<file path="src/rtl/btg_pkg.sv">
package btg_pkg;
  localparam int DEF_WHOLE_W    = 16;
  localparam int DEF_FRAC_W     = 6;
  localparam int DEF_OVERSAMPLE = 16;
endpackage

</file>
<file path="src/rtl/btg_div_stage.sv">
module btg_div_stage #(
  parameter int WHOLE_W = btg_pkg::DEF_WHOLE_W,
  parameter int FRAC_W  = btg_pkg::DEF_FRAC_W
) (
  input  logic               clk,
  input  logic               rst_n,
  input  logic               whole_we,
  input  logic [WHOLE_W-1:0] whole_wd,
  input  logic               frac_we,
  input  logic [FRAC_W-1:0]  frac_wd,
  input  logic               commit,
  output logic [WHOLE_W-1:0] stg_whole,
  output logic [FRAC_W-1:0]  stg_frac,
  output logic [WHOLE_W-1:0] act_whole,
  output logic [FRAC_W-1:0]  act_frac
);
  logic [WHOLE_W-1:0] stg_whole_d, act_whole_d;
  logic [FRAC_W-1:0]  stg_frac_d, act_frac_d;

  // Next state: the commit copies the staging registers as they stood before this edge.
  always_comb begin
    stg_whole_d = whole_we ? whole_wd : stg_whole;
    stg_frac_d  = frac_we  ? frac_wd  : stg_frac;
    act_whole_d = commit   ? stg_whole : act_whole;
    act_frac_d  = commit   ? stg_frac  : act_frac;
  end

  always_ff @(posedge clk or negedge rst_n) begin
    if (!rst_n) begin
      stg_whole <= '0;
      stg_frac  <= '0;
      act_whole <= '0;
      act_frac  <= '0;
    end else begin
      stg_whole <= stg_whole_d;
      stg_frac  <= stg_frac_d;
      act_whole <= act_whole_d;
      act_frac  <= act_frac_d;
    end
  end
endmodule

</file>
<file path="src/rtl/btg_frac_counter.sv">
module btg_frac_counter #(
  parameter int WHOLE_W = btg_pkg::DEF_WHOLE_W,
  parameter int FRAC_W  = btg_pkg::DEF_FRAC_W
) (
  input  logic               clk,
  input  logic               rst_n,
  input  logic               commit,
  input  logic [WHOLE_W-1:0] act_whole,
  input  logic [FRAC_W-1:0]  act_frac,
  output logic               wrap,
  output logic               tick
);
  localparam int CW = WHOLE_W + 1;

  logic [CW-1:0]     cnt_q, cnt_d, last_cnt;
  logic [FRAC_W-1:0] acc_q, acc_d;
  logic [FRAC_W:0]   acc_sum;
  logic              str_q, str_d, tick_d, running;

  always_comb begin
    running  = |act_whole;
    last_cnt = {1'b0, act_whole} + CW'(str_q) - CW'(1);
    acc_sum  = {1'b0, acc_q} + {1'b0, act_frac};
    wrap     = running && !commit && (cnt_q == last_cnt);

    cnt_d  = cnt_q + CW'(1);
    acc_d  = acc_q;
    str_d  = str_q;
    tick_d = 1'b0;
    if (commit) begin
      cnt_d = '0;
      acc_d = '0;
      str_d = 1'b0;
    end else if (!running) begin
      cnt_d = '0;
    end else if (wrap) begin
      cnt_d          = '0;
      {str_d, acc_d} = acc_sum;
      tick_d         = 1'b1;
    end
  end

  always_ff @(posedge clk or negedge rst_n) begin
    if (!rst_n) begin
      cnt_q <= '0;
      acc_q <= '0;
      str_q <= 1'b0;
      tick  <= 1'b0;
    end else begin
      cnt_q <= cnt_d;
      acc_q <= acc_d;
      str_q <= str_d;
      tick  <= tick_d;
    end
  end
endmodule

</file>
<file path="src/rtl/btg_bit_div.sv">
module btg_bit_div #(
  parameter int OVERSAMPLE = btg_pkg::DEF_OVERSAMPLE
) (
  input  logic clk,
  input  logic rst_n,
  input  logic commit,
  input  logic wrap,
  output logic bit_tick
);
  localparam int SW = (OVERSAMPLE > 1) ? $clog2(OVERSAMPLE) : 1;
  localparam logic [SW-1:0] LAST = SW'(OVERSAMPLE - 1);

  logic [SW-1:0] sub_q, sub_d;
  logic          bit_d;

  always_comb begin
    sub_d = sub_q;
    bit_d = 1'b0;
    if (commit) begin
      sub_d = '0;
    end else if (wrap) begin
      bit_d = (sub_q == LAST);
      sub_d = (sub_q == LAST) ? '0 : sub_q + SW'(1);
    end
  end

  always_ff @(posedge clk or negedge rst_n) begin
    if (!rst_n) begin
      sub_q    <= '0;
      bit_tick <= 1'b0;
    end else begin
      sub_q    <= sub_d;
      bit_tick <= bit_d;
    end
  end
endmodule

</file>
<file path="src/rtl/baud_tick_gen.sv">
module baud_tick_gen #(
  parameter int WHOLE_W     = btg_pkg::DEF_WHOLE_W,
  parameter int FRAC_W      = btg_pkg::DEF_FRAC_W,
  parameter int OVERSAMPLE  = btg_pkg::DEF_OVERSAMPLE,
  parameter bit BIT_TICK_EN = 1'b1
) (
  input  logic               clk,
  input  logic               rst_n,
  input  logic               whole_wr_en,
  input  logic [WHOLE_W-1:0] whole_wr_data,
  input  logic               frac_wr_en,
  input  logic [FRAC_W-1:0]  frac_wr_data,
  input  logic               lcr_wr_en,
  output logic               sample_tick,
  output logic               bit_tick
);
  logic [WHOLE_W-1:0] stg_whole, act_whole;
  logic [FRAC_W-1:0]  stg_frac, act_frac;
  logic               wrap;

  btg_div_stage #(.WHOLE_W(WHOLE_W), .FRAC_W(FRAC_W)) u_stage (
    .clk(clk), .rst_n(rst_n),
    .whole_we(whole_wr_en), .whole_wd(whole_wr_data),
    .frac_we(frac_wr_en), .frac_wd(frac_wr_data),
    .commit(lcr_wr_en),
    .stg_whole(stg_whole), .stg_frac(stg_frac),
    .act_whole(act_whole), .act_frac(act_frac)
  );

  btg_frac_counter #(.WHOLE_W(WHOLE_W), .FRAC_W(FRAC_W)) u_cnt (
    .clk(clk), .rst_n(rst_n), .commit(lcr_wr_en),
    .act_whole(act_whole), .act_frac(act_frac),
    .wrap(wrap), .tick(sample_tick)
  );

  generate
    if (BIT_TICK_EN) begin : g_bit
      btg_bit_div #(.OVERSAMPLE(OVERSAMPLE)) u_bit (
        .clk(clk), .rst_n(rst_n), .commit(lcr_wr_en),
        .wrap(wrap), .bit_tick(bit_tick)
      );
    end else begin : g_nobit
      assign bit_tick = 1'b0;
    end
  endgenerate
endmodule

</file>
<file path="config.mk">
export PLATFORM = sky130hd
export DESIGN_NAME = baud_tick_gen
export DESIGN_NICKNAME = d
export VERILOG_FILES = /design/src/rtl/btg_pkg.sv /design/src/rtl/btg_div_stage.sv /design/src/rtl/btg_frac_counter.sv /design/src/rtl/btg_bit_div.sv /design/src/rtl/baud_tick_gen.sv
export SDC_FILE = /design/constraint.sdc
export NUM_CORES = 1
export LEC_CHECK = 0
export BUFFER_PORTS_ARGS = -buffer_cell sky130_fd_sc_hd__buf_2
export CAP_MARGIN = 20
export CORE_MARGIN = 2
export CORE_UTILIZATION = 65
export DETAILED_ROUTE_END_ITERATION = 6
export PLACE_DENSITY = 0.87
export RECOVER_POWER = 100
export SLEW_MARGIN = 10
export SYNTH_ARGS = -nofsm -noshare
export SYNTH_HDL_FRONTEND = slang
export SYNTH_HIERARCHICAL = 1
export SYNTH_SLANG_ARGS = --single-unit
</file>
<file path="constraint.sdc">
create_clock -name clk -period 5 [get_ports clk]
set_input_delay 0.5 -clock clk [delete_from_list [all_inputs] [get_ports clk]]
set_output_delay 0.5 -clock clk [all_outputs]
set_load 0.01 [all_outputs]
</file>
==> impl_results.md <==
* Area grow syn2layout at 7.33%
* Worst slew pin tran at between 1500 and 2000 ps
* Global-route wire length before repair at ~13000 um
* Number of max-cap violations at 3
* First-pass DRT Iterations at 4
* Rel. slew slack at -32.2%
* Warnings from Yosys at 6
* Critical path arrival at roughly 4500 ps
* Largest net degree at the start of global routing at 39
* Worst EP required at 5250 ps
* Final hold vios at 0
* Die Ht at 81.2 um
* Synthesized area at approximately 3900 sq um
* CTS tree: yes
* Pwr Density at about 320 nW/um^2
* Crit-path max FO at 10
* DR vias/cell at a little over 6
* Post-layout minimum cycle time at roughly 4200 ps
* Max Clock Freq at around 240 MHz
* H-tree level count at 3
* Count of pins over their slew limit at between 100 and 150
* Crit path cell chain: inv_1, ha_1, ha_1, nor3b_1, and4_1, xnor2_1, a211oi_1, o21ai_0, nor4_1, nand2_2, or3_1, a21oi_1
* Status: finished, violations left
* Met3 Use GR at just over 8%
* Ant. Diodes at 0
* Slowest-stage cell, CP: nor3b_1
* Yosys reg bits at 74
* Post-CTS setup buffers at 0
* Met2 global-route usage at a little over two fifths
* FFs w/ async S/R, synth at 100%
* Worst Path Buf+Inv at 1
* Max clock buf depth at 2
* Die ar. at between 6000 and 7000 sq um
* Skew-Pair Late Insertion Delay at approximately 350 ps
* Synth unique cells at 57
* Unrepaired setup endpoints after global routing: no
* Via count at approximately 2700
* Hold crit path type: input port to flop
* CTS Sinks at 74
* Ys flop type: dfrtp_1
* CP endpoint kind: flop
* Mapped Cells at approximately 340
* CTS resizes at 0
* Post-synth EDFFs at 0
* GPL Wtd Cong at about 0.84
* Post-Syn Area per Cell at between 10 and 15 sq um
* Met1 usage at between 30% and 40%
* CTS Buf Count at 9
* Total global-route track usage at between 20% and 30%
* Core box area at 5850 sq um
* Wire per inst at 17.9 um
* Hold buffers post-CTS at 0
* Post-layout util at a little under three quarters
* Crit path kind: flop to flop
* Largest delay share family, worst path: simple AND/OR/NAND/NOR gates
* Total gr overflow at 0
* Area of the multi-input gates at between 1500 and 2000 sq um
* DRT iter0 DRCs at between 150 and 200
* Final #Nets at 406
* ANT nets after route at 0
* IO Count at 29
* Startpoint types: flop
* Sequential-to-total area share from yosys stat at a little under half
* Final WL at about 8000 um
* Input/output buffers at 28
* Worst Skew at 6.85 ps
* Period utilization at a little over four fifths
* Failing checks: capacitance limit, slew limit
* HPWL after detailed placement at between 5000 and 6000 um
* Cell Rows at 28
* Gr busiest metal: met2
* Clock root buffer: clkbuf_8
* Vias in the first global route at about 2700
* Die X-Extent at ~81 um
* Share of layout cells above drive strength 1 at about 20%
* Final number of setup-violating endpoints at 0
* CP dominant cell by count: ha_1
* Crit path largest cell delay at around 860 ps
* Post-Route Setup TNS at 0 ps
* Static leakage at ~1.8 nW
* Register area at between 1500 and 2000 sq um
* Antenna violations before repair at 0
* Largest vdd supply drop at 0.236 mV
* Clock transition at path regs at ~80 ps
* Filler cells at ~400
* Starting density of the core at between 60% and 70%
* Syn_nets at ~380
* DRC at 0
[final cells by class]
cell class / instances / share of cell area [%]
flip-flops and latches: 74 / 44.5
multi-input cells: 239 / 44.1
repair buffers: 29 / 3.31
clock buffers: 10 / 3.07
well taps: 75 / 2.26
clock inverters: 5 / 1.35
inverters: 15 / 1.35
[state kept, by name, indices dropped and copies added, names as in the netlist]
signal / cells
g_bit.u_bit/bit_tick: 1
u_cnt/tick: 1
u_cnt/str_q: 1
u_cnt/acc_q: 6
u_cnt/cnt_q: 17
u_stage/stg_whole: 16
g_bit.u_bit/sub_q: 4
u_stage/act_frac: 6
u_stage/act_whole: 16
u_stage/stg_frac: 6
[path summary, 6_finish.rpt]
check                                                       from  slack, ps  cells after the start                                 to
worst min register to register  u_stage/stg_whole[7]$_DFFE_PN0P_        500                      1   u_stage/stg_whole[7]$_DFFE_PN0P_
worst min-delay path                           whole_wr_data[12]        370                      2  u_stage/stg_whole[12]$_DFFE_PN0P_
worst max register to register           u_cnt/str_q$_DFFE_PN0P_        790                     12   g_bit.u_bit/sub_q[3]$_DFFE_PN0P_
worst max-delay path                     u_cnt/str_q$_DFFE_PN0P_        790                     12   g_bit.u_bit/sub_q[3]$_DFFE_PN0P_
max in group asynchronous                                  rst_n       1720                      2         u_cnt/acc_q[1]$_DFFE_PN0P_
min in group asynchronous                                  rst_n        700                      1          u_cnt/cnt_q[14]$_DFF_PN0_
[cell families after synthesis]
family / share of synthesized area, %
fa+ha+maj: 3.75
xor+xnor: 8.14
buf+inv: 3.62
simple gates: 14.8
mux: 14.5
compound gates: 7.40
flops: 47.8
[through the flow]
step           hold WS (ps)  total power, mW  setup slack, ps  area [sq um]  cells
3_5_place_dp            491            0.894             1380          4030    432
6_report                372             1.33              793          4160    447
2_1_floorplan           204            0.838             1810          3870    339
5_1_grt                 363             1.39              555          4160    447
4_1_cts                 262             1.34             1320          4220    447
3_3_place_gp            484            0.881             1540          4030    432
[routing by layer]
metal / wire (um) / vias up
li1: - / 1259
met1: 3480 / 1317
met2: 3890 / 103
met3: 506 / 17
met4: 148 / 0
met5: 0 / -
[power by group]
part           leakage, nW  internal (mW)  switching, mW
Clock               0.0921          0.227          0.216
Combinational        0.772         0.0900         0.0907
Sequential           0.932          0.645         0.0584
Total                 1.80          0.961          0.365
[cells in the final DEF, fill, tap and decap left out, types with 2 or more instances in the layout]
cell type	n
or4_1	3
buf_2	23
inv_1	15
a211oi_1	3
a21oi_1	8
nor3_1	4
o21ai_0	5
nand4_1	3
a31oi_1	2
or3_1	2
mux2_1	11
dfrtp_1	74
nor2b_1	4
nor2_1	33
clkbuf_1	7
o22ai_1	8
clkinv_2	2
and4_1	3
o31ai_1	3
nand2b_1	5
mux2_2	32
nand3_1	13
a21o_1	3
ha_1	10
and3_1	5
nand2_1	13
mux2i_1	3
nor3b_1	2
clkbuf_8	9
xor2_1	18
nor4_1	3
xnor2_1	18
[cells in the mapped netlist (2+ instances only)]
| library cell | count | area share [%] |
|---|---|---|
| nor4_1 | 3 | 0.48 |
| clkbuf_1 | 4 | 0.39 |
| mux2_4 | 10 | 3.9 |
| mux2_2 | 34 | 9.9 |
| nand2b_1 | 5 | 0.81 |
| o21ai_0 | 4 | 0.52 |
| or3_1 | 2 | 0.32 |
| inv_1 | 15 | 1.5 |
| buf_6 | 3 | 0.87 |
| nor3_1 | 4 | 0.52 |
| xnor2_1 | 18 | 4.1 |
| or4_1 | 3 | 0.58 |
| a21o_1 | 3 | 0.58 |
| nand2_1 | 13 | 1.3 |
| buf_2 | 2 | 0.26 |
| xor2_1 | 18 | 4.1 |
| dfrtp_1 | 74 | 48 |
| a31oi_1 | 2 | 0.32 |
| a211oi_1 | 3 | 0.58 |
| nand4_1 | 3 | 0.48 |
| and4_1 | 3 | 0.68 |
| o22ai_1 | 8 | 1.3 |
| nor2_1 | 33 | 3.2 |
| and3_1 | 5 | 0.81 |
| a21oi_1 | 8 | 1.0 |
| mux2i_1 | 3 | 0.78 |
| nor2b_1 | 4 | 0.65 |
| nand3_1 | 13 | 1.7 |
| o31ai_1 | 2 | 0.39 |
| ha_1 | 10 | 3.2 |
No activity file was read; power rests on OpenSTA's default activity.
